File: src/rtl/strap_uart_pkg.sv
package strap_uart_pkg;

    localparam int DIV_W    = 16;
    localparam int IDX_W    = 4;
    localparam int N_IDX    = 2 ** IDX_W;
    localparam int DATA_W   = 8;
    localparam int BIT_W    = $clog2(DATA_W);
    localparam int OVS      = 16;
    localparam int OVS_W    = $clog2(OVS);

    localparam logic [OVS_W-1:0] OVS_LAST = OVS_W'(OVS - 1);
    localparam logic [OVS_W-1:0] OVS_MID  = OVS_W'(OVS / 2 - 1);
    localparam logic [BIT_W-1:0] BIT_LAST = BIT_W'(DATA_W - 1);

    localparam logic [IDX_W-1:0] IDX_MAX    = IDX_W'(10);
    localparam logic [IDX_W-1:0] IDX_921K   = IDX_W'(10);
    localparam logic [IDX_W-1:0] IDX_115K   = IDX_W'(7);
    localparam logic [IDX_W-1:0] IDX_9K6    = IDX_W'(3);

    typedef struct packed {
        logic parity_en;
        logic two_stop;
    } frame_cfg_t;

    typedef enum logic [2:0] {
        TX_IDLE, TX_START, TX_DATA, TX_PAR, TX_STOP
    } tx_state_t;

    typedef enum logic [2:0] {
        RX_IDLE, RX_START, RX_DATA, RX_PAR, RX_STOP
    } rx_state_t;

    function automatic int unsigned baud_of(input int unsigned idx);
        case (idx)
            0:       return 2400;
            1:       return 4800;
            2:       return 7200;
            3:       return 9600;
            4:       return 19200;
            5:       return 38400;
            6:       return 57600;
            7:       return 115200;
            8:       return 230400;
            9:       return 460800;
            10:      return 921600;
            default: return 9600;
        endcase
    endfunction

    function automatic int unsigned div_of(input int unsigned clk_hz, input int unsigned idx);
        int unsigned r;
        int unsigned d;
        r = baud_of(idx);
        d = (clk_hz + 8 * r) / (16 * r);
        return (d == 0) ? 1 : d;
    endfunction

    function automatic logic [IDX_W-1:0] pick_idx(input logic sa, input logic sb,
                                                  input logic [IDX_W-1:0] prm);
        case ({sa, sb})
            2'b11:   return IDX_921K;
            2'b10:   return IDX_115K;
            2'b01:   return IDX_9K6;
            default: return (prm > IDX_MAX) ? IDX_9K6 : prm;
        endcase
    endfunction

endpackage

File: src/rtl/uart_boot_cfg.sv
module uart_boot_cfg
    import strap_uart_pkg::*;
#(
    parameter int unsigned CLK_HZ = 50_000_000
) (
    input  logic             clk,
    input  logic             rst,
    input  logic             strap_a,
    input  logic             strap_b,
    input  logic [IDX_W-1:0] prm_rate,
    input  logic             prm_parity,
    input  logic             prm_two_stop,
    output logic             booted,
    output frame_cfg_t       cfg,
    output logic [DIV_W-1:0] div
);

    logic [DIV_W-1:0] div_tab [N_IDX];
    logic [IDX_W-1:0] sel_idx;

    for (genvar i = 0; i < N_IDX; i++) begin : g_div
        assign div_tab[i] = DIV_W'(div_of(CLK_HZ, i));
    end

    assign sel_idx = pick_idx(strap_a, strap_b, prm_rate);

    always_ff @(posedge clk) begin
        if (rst) begin
            booted <= 1'b0;
            cfg    <= '0;
            div    <= '0;
        end else if (!booted) begin
            booted        <= 1'b1;
            cfg.parity_en <= prm_parity;
            cfg.two_stop  <= prm_two_stop;
            div           <= div_tab[sel_idx];
        end
    end

endmodule

File: src/rtl/uart_tick_gen.sv
module uart_tick_gen
    import strap_uart_pkg::*;
(
    input  logic             clk,
    input  logic             rst,
    input  logic             en,
    input  logic [DIV_W-1:0] div,
    output logic             tick
);

    logic [DIV_W-1:0] cnt;
    logic             wrap;

    assign wrap = (cnt == div - DIV_W'(1));
    assign tick = en && wrap;

    always_ff @(posedge clk) begin
        if (rst || !en) begin
            cnt <= '0;
        end else if (wrap) begin
            cnt <= '0;
        end else begin
            cnt <= cnt + DIV_W'(1);
        end
    end

endmodule

File: src/rtl/uart_tx.sv
module uart_tx
    import strap_uart_pkg::*;
(
    input  logic              clk,
    input  logic              rst,
    input  logic              booted,
    input  logic              tick,
    input  logic              parity_en,
    input  logic              two_stop,
    input  logic              cts_n,
    input  logic              load,
    input  logic [DATA_W-1:0] data,
    output logic              txd,
    output logic              ready,
    output logic              idle
);

    tx_state_t         state;
    logic [DATA_W-1:0] shreg;
    logic [BIT_W-1:0]  bitn;
    logic [OVS_W-1:0]  ocnt;
    logic              par_q;
    logic              stop_n;

    assign idle  = (state == TX_IDLE);
    assign ready = booted && idle && !cts_n;

    always_ff @(posedge clk) begin
        if (rst) begin
            state  <= TX_IDLE;
            shreg  <= '0;
            bitn   <= '0;
            ocnt   <= '0;
            par_q  <= 1'b0;
            stop_n <= 1'b0;
            txd    <= 1'b1;
        end else if (state == TX_IDLE) begin
            if (load && ready) begin
                shreg <= data;
                par_q <= ^data;
                ocnt  <= '0;
                txd   <= 1'b0;
                state <= TX_START;
            end
        end else if (tick) begin
            if (ocnt != OVS_LAST) begin
                ocnt <= ocnt + 1'b1;
            end else begin
                ocnt <= '0;
                case (state)
                    TX_START: begin
                        txd   <= shreg[0];
                        bitn  <= '0;
                        state <= TX_DATA;
                    end
                    TX_DATA: begin
                        if (bitn == BIT_LAST) begin
                            if (parity_en) begin
                                txd   <= par_q;
                                state <= TX_PAR;
                            end else begin
                                txd    <= 1'b1;
                                stop_n <= 1'b0;
                                state  <= TX_STOP;
                            end
                        end else begin
                            shreg <= shreg >> 1;
                            txd   <= shreg[1];
                            bitn  <= bitn + 1'b1;
                        end
                    end
                    TX_PAR: begin
                        txd    <= 1'b1;
                        stop_n <= 1'b0;
                        state  <= TX_STOP;
                    end
                    TX_STOP: begin
                        if (two_stop && !stop_n) begin
                            stop_n <= 1'b1;
                        end else begin
                            state <= TX_IDLE;
                        end
                    end
                    default: state <= TX_IDLE;
                endcase
            end
        end
    end

endmodule

File: src/rtl/uart_rx.sv
module uart_rx
    import strap_uart_pkg::*;
(
    input  logic              clk,
    input  logic              rst,
    input  logic              booted,
    input  logic              tick,
    input  logic              parity_en,
    input  logic              rxd_in,
    output logic [DATA_W-1:0] rx_data,
    output logic              rx_valid,
    output logic              par_err,
    output logic              frm_err,
    output logic              wake,
    output logic              idle
);

    logic [2:0]        sync_q;
    logic              rxd_s;
    logic              fall;
    rx_state_t         state;
    logic [DATA_W-1:0] shreg;
    logic [BIT_W-1:0]  bitn;
    logic [OVS_W-1:0]  ocnt;
    logic              par_bit;

    assign rxd_s = sync_q[1];
    assign fall  = sync_q[2] && !sync_q[1];
    assign idle  = (state == RX_IDLE);

    always_ff @(posedge clk) begin
        if (rst) begin
            sync_q <= '1;
        end else begin
            sync_q <= {sync_q[1:0], rxd_in};
        end
    end

    always_ff @(posedge clk) begin
        if (rst) begin
            state    <= RX_IDLE;
            shreg    <= '0;
            bitn     <= '0;
            ocnt     <= '0;
            par_bit  <= 1'b0;
            rx_data  <= '0;
            rx_valid <= 1'b0;
            par_err  <= 1'b0;
            frm_err  <= 1'b0;
            wake     <= 1'b0;
        end else begin
            rx_valid <= 1'b0;
            par_err  <= 1'b0;
            frm_err  <= 1'b0;
            wake     <= 1'b0;
            case (state)
                RX_IDLE: begin
                    if (booted && fall) begin
                        ocnt  <= '0;
                        wake  <= 1'b1;
                        state <= RX_START;
                    end
                end
                RX_START: begin
                    if (tick) begin
                        if (ocnt == OVS_MID) begin
                            ocnt <= '0;
                            bitn <= '0;
                            state <= rxd_s ? RX_IDLE : RX_DATA;
                        end else begin
                            ocnt <= ocnt + 1'b1;
                        end
                    end
                end
                RX_DATA: begin
                    if (tick) begin
                        if (ocnt == OVS_LAST) begin
                            ocnt  <= '0;
                            shreg <= {rxd_s, shreg[DATA_W-1:1]};
                            bitn  <= bitn + 1'b1;
                            if (bitn == BIT_LAST) begin
                                state <= parity_en ? RX_PAR : RX_STOP;
                            end
                        end else begin
                            ocnt <= ocnt + 1'b1;
                        end
                    end
                end
                RX_PAR: begin
                    if (tick) begin
                        if (ocnt == OVS_LAST) begin
                            ocnt    <= '0;
                            par_bit <= rxd_s;
                            state   <= RX_STOP;
                        end else begin
                            ocnt <= ocnt + 1'b1;
                        end
                    end
                end
                RX_STOP: begin
                    if (tick) begin
                        if (ocnt == OVS_LAST) begin
                            ocnt     <= '0;
                            rx_valid <= 1'b1;
                            rx_data  <= shreg;
                            frm_err  <= !rxd_s;
                            par_err  <= parity_en && (par_bit != (^shreg));
                            state    <= RX_IDLE;
                        end else begin
                            ocnt <= ocnt + 1'b1;
                        end
                    end
                end
                default: state <= RX_IDLE;
            endcase
        end
    end

endmodule

File: src/rtl/strap_uart.sv
module strap_uart
    import strap_uart_pkg::*;
#(
    parameter int unsigned CLK_HZ = 50_000_000
) (
    input  logic             clk,
    input  logic             rst,
    input  logic             strap_a,
    input  logic             strap_b,
    input  logic [IDX_W-1:0] prm_rate,
    input  logic             prm_parity,
    input  logic             prm_two_stop,
    input  logic [7:0]       tx_data,
    input  logic             tx_load,
    output logic             tx_ready,
    output logic             txd,
    input  logic             cts_n,
    input  logic             rxd,
    output logic [7:0]       rx_data,
    output logic             rx_valid,
    output logic             rx_par_err,
    output logic             rx_frm_err,
    input  logic             rx_read,
    output logic             rts_n,
    output logic             wake
);

    logic             booted;
    frame_cfg_t       cfg_q;
    logic [DIV_W-1:0] div_q;
    logic             tick;
    logic             tx_idle;
    logic             rx_idle;
    logic             rx_full;

    uart_boot_cfg #(.CLK_HZ(CLK_HZ)) u_boot (
        .clk          (clk),
        .rst          (rst),
        .strap_a      (strap_a),
        .strap_b      (strap_b),
        .prm_rate     (prm_rate),
        .prm_parity   (prm_parity),
        .prm_two_stop (prm_two_stop),
        .booted       (booted),
        .cfg          (cfg_q),
        .div          (div_q)
    );

    uart_tick_gen u_tick (
        .clk  (clk),
        .rst  (rst),
        .en   (booted),
        .div  (div_q),
        .tick (tick)
    );

    uart_tx u_tx (
        .clk       (clk),
        .rst       (rst),
        .booted    (booted),
        .tick      (tick),
        .parity_en (cfg_q.parity_en),
        .two_stop  (cfg_q.two_stop),
        .cts_n     (cts_n),
        .load      (tx_load),
        .data      (tx_data),
        .txd       (txd),
        .ready     (tx_ready),
        .idle      (tx_idle)
    );

    uart_rx u_rx (
        .clk       (clk),
        .rst       (rst),
        .booted    (booted),
        .tick      (tick),
        .parity_en (cfg_q.parity_en),
        .rxd_in    (rxd),
        .rx_data   (rx_data),
        .rx_valid  (rx_valid),
        .par_err   (rx_par_err),
        .frm_err   (rx_frm_err),
        .wake      (wake),
        .idle      (rx_idle)
    );

    always_ff @(posedge clk) begin
        if (rst) begin
            rx_full <= 1'b0;
        end else if (rx_valid) begin
            rx_full <= 1'b1;
        end else if (rx_read) begin
            rx_full <= 1'b0;
        end
    end

    assign rts_n = rx_full;

endmodule

File: config.mk
export PLATFORM = sky130hd
export DESIGN_NAME = strap_uart
export DESIGN_NICKNAME = d
export VERILOG_FILES = /design/src/rtl/strap_uart_pkg.sv /design/src/rtl/uart_boot_cfg.sv /design/src/rtl/uart_tick_gen.sv /design/src/rtl/uart_tx.sv /design/src/rtl/uart_rx.sv /design/src/rtl/strap_uart.sv
export SDC_FILE = /design/constraint.sdc
export NUM_CORES = 1
export LEC_CHECK = 0
export BUFFER_PORTS_ARGS = -buffer_cell sky130_fd_sc_hd__buf_2
export CAP_MARGIN = 20
export CORE_MARGIN = 5
export CORE_UTILIZATION = 61
export DETAILED_ROUTE_END_ITERATION = 10
export PLACE_DENSITY_LB_ADDON = 0.1
export SETUP_SLACK_MARGIN = 0.05
export SLEW_MARGIN = 30
export SYNTH_ARGS = -nofsm -noshare
export SYNTH_HDL_FRONTEND = slang
export SYNTH_SLANG_ARGS = --single-unit
File: constraint.sdc
create_clock -name clk -period 3.25 [get_ports clk]
set_input_delay 0.325 -clock clk [delete_from_list [all_inputs] [get_ports clk]]
set_output_delay 0.325 -clock clk [all_outputs]
set_load 0.05 [all_outputs]
==> impl_metrics.json <==
{
  "synth_cells": 573,
  "final_cell_mix": "86 x dfxtp_1, 80 x nor2_1, 37 x nand2_1, 36 x buf_2, 33 x mux2i_1",
  "ys_ff_latch": 86,
  "setup_viol": 0,
  "clkTransAtPathRegs_ns": 0.09,
  "initial_core_util_pct": 61.4,
  "mostFrequentLayoutCell": "dfxtp_1",
  "postRouteAntennaNets": 0,
  "rsz0062_at_grt": "false",
  "post-route-worst-setup-slack_ns": 0.316,
  "drv_cap": 0,
  "crit_path_end_kind": "flip-flop",
  "synth_edf_count": 0,
  "cts_hold_buf": 0,
  "rrSetupSlack_ns": 0.32,
  "ys_warn_count": 0,
  "nets": 637,
  "drc": 0,
  "num_vias": 4181,
  "gp_congestion": 0.904,
  "post-route-min-period_ns": 2.93,
  "criticalPathCategory": "reg -> reg",
  "path_max_fanout": 15,
  "clkLatencyLatePin_ns": 0.36,
  "ys_seq_area_share_pct": 34.7,
  "cts_sinks": 86,
  "avgViaCountPerCell": 5.91,
  "dr.pass1.iters": 7,
  "synth.distinct_cells": 78,
  "dp_cells": 692,
  "required_ns": 3.49,
  "postLayoutCellArea_mm2": 0.00537,
  "root_buffer": "clkbuf_8",
  "post-place-ws_ns": 0.360,
  "n_antenna_cell": 0,
  "die_area_mm2": 0.0100,
  "die_h_um": 100,
  "numCtsBuffers": 9,
  "rows": 33,
  "antenna_found_initial": 0,
  "slew_viol_final": 0,
  "p_leak_nw": 2.17,
  "syn_area_per_cell_um2": 8.67,
  "area_delta_synth_final_pct": 8.06,
  "cts_buffer_depth": 2,
  "track_usage_pct": 21.3,
  "min_path_type": "in -> reg",
  "cts_resized": 0,
  "ys.flop_type": "dfxtp_1",
  "worst_ep_arrival_time_ns": 3.17,
  "cts.htree.levels": 3,
  "overflow": 0,
  "whs_path_depth": 2,
  "fin_cells": 708,
  "wl_mm": 10.3,
  "wl_per_cell_um": 14.5,
  "cts_tree": "done",
  "grt_max_degree": 58,
  "syn-num-nets": 612,
  "p_per_area_mw_per_mm2": 402,
  "first_iter_violations": 179,
  "first_global_vias": 3971,
  "drive_gt1_share_pct": 16.6,
  "fin_util_pct": 66.3,
  "ir_drop_uv": 241,
  "port_buffers": 36,
  "period_share_pct": 90.3,
  "max_clock_freq_mhz": 341,
  "async_reset_ff_share_pct": 0,
  "synth_area_mm2": 0.00497,
  "coreArea_mm2": 0.00809,
  "worstMarginPinSlew_ns": 0.735,
  "die_x_um": 100,
  "dpl_cell_area_mm2": 0.00516,
  "hold_viol": 0,
  "dp_hpwl_mm": 7.49,
  "fin_skew_ns": 0.0132,
  "grt_pass1_wl_mm": 17.9,
  "slew_headroom_pct": 50.5,
  "startpoint_type": "flip-flop",
  "reg2reg_depth": 10,
  "num_io_pins": 37,
  "setup_tns_ns": 0,
  "post_cts_buffers": 0,
  "status": "complete, no violations"
}
-- Yosys cell counts, types with 3 or more instances --
cell type | n | share of area [%]
and3_1 | 10 | 1.3
nor2b_1 | 5 | 0.63
buf_4 | 3 | 0.45
a211oi_1 | 8 | 1.2
o31ai_1 | 5 | 0.76
nand3_1 | 15 | 1.5
clkbuf_1 | 17 | 1.3
o311a_1 | 7 | 1.4
nor2_1 | 80 | 6.0
xor2_1 | 14 | 2.5
a2111oi_0 | 3 | 0.53
dfxtp_1 | 86 | 35
o21ai_1 | 3 | 0.30
inv_1 | 19 | 1.4
a31oi_1 | 3 | 0.38
ha_1 | 17 | 4.3
or2_2 | 6 | 0.76
buf_2 | 3 | 0.30
nor3_1 | 22 | 2.2
mux2_2 | 3 | 0.68
mux2i_1 | 33 | 6.6
nor4_1 | 5 | 0.63
nand2_1 | 37 | 2.8
or3_1 | 3 | 0.38
nand2b_1 | 4 | 0.50
nor3b_1 | 4 | 0.60
a21oi_1 | 21 | 2.1
clkbuf_8 | 4 | 1.1
o2bb2ai_1 | 3 | 0.53
nand4_1 | 9 | 1.1
and3_2 | 6 | 0.91
xnor2_1 | 24 | 4.2
nand3b_1 | 6 | 0.91
o211ai_1 | 4 | 0.60
o311ai_0 | 4 | 0.71
o21ai_0 | 20 | 2.0
-- worst paths after layout --
check                                           startpoint                          to
worst max-delay path            u_boot.div[0]$_SDFFE_PP0N_  u_tx.shreg[2]$_SDFFE_PP0P_
worst max register to register  u_boot.div[0]$_SDFFE_PP0N_  u_tx.shreg[2]$_SDFFE_PP0P_
worst min-delay path                                   rxd   u_rx.sync_q[0]$_SDFF_PP1_
worst min register to register   u_rx.sync_q[0]$_SDFF_PP1_   u_rx.sync_q[1]$_SDFF_PP1_
-- layout make-up --
type	instances	area, µm²
clock buffers	10	138
clock inverters	6	70.1
fillers	725	2730
inverters	19	71.3
multi-input cells	437	2990
flip-flops and latches	86	1720
well taps	105	131
repair buffers	45	248
-- metal layers --
layer	global-route usage [%]	wire length (µm)	vias to the layer above
met5	0	0	-
met4	7.05	127	0
met3	3.89	458	17
met2	35.5	4810	86
met1	27.7	4880	1960
li1	-	-	2118
-- metrics by stage --
| stage | total power, mW | hold slack [ns] |
|---|---|---|
| 3_5_place_dp | 1.41 | 0.413 |
| 5_1_grt | 2.26 | 0.136 |
| 3_3_place_gp | 1.40 | 0.395 |
| 4_1_cts | 2.18 | 0.140 |
| 2_1_floorplan | 1.35 | 0.389 |
| 6_report | 2.16 | 0.150 |
-- flip-flops by register name (all words and copies together), names as in the netlist, 2 cells and up --
name / flops
u_rx.sync_q: 3
u_tx.ocnt: 4
u_boot.div: 11
u_rx.shreg: 8
u_tx.shreg: 8
u_tx.state: 3
u_boot.cfg: 2
u_rx.rx_data: 8
u_tick.cnt: 16
u_tx.bitn: 3
u_rx.ocnt: 4
u_rx.state: 3
u_rx.bitn: 3
-- where the power goes --
group / switching (mW) / internal, mW
logic: 0.169 / 0.121
registers: 0.0266 / 1.07
clock network: 0.388 / 0.380
-- cells by family (layout without fill, tap and decap cells) --
kind of cell | Yosys count | count (layout) | share of synthesized area (%)
AO/OA/AOI/OAI | 107 | 107 | 15.4
XOR/XNOR | 39 | 39 | 7.25
adder cells (fa/ha/maj) | 17 | 17 | 4.28
buffers and inverters | 50 | 80 | 5.29
flip-flops | 86 | 86 | 34.7
multiplexers | 36 | 36 | 7.33
AND/OR/NAND/NOR | 238 | 238 | 25.8
-- worst max-delay path, cell delays in order (launching register included) --
cell	delay, ns
dfxtp_1	0.39
inv_1	0.08
ha_1	0.25
xor3_4	0.30
nor3_1	0.33
o221ai_2	0.17
a311oi_2	0.25
buf_4	0.24
and3_1	0.49
o21ai_0	0.16
o311a_1	0.16
Power figures use the tool's default switching activity.
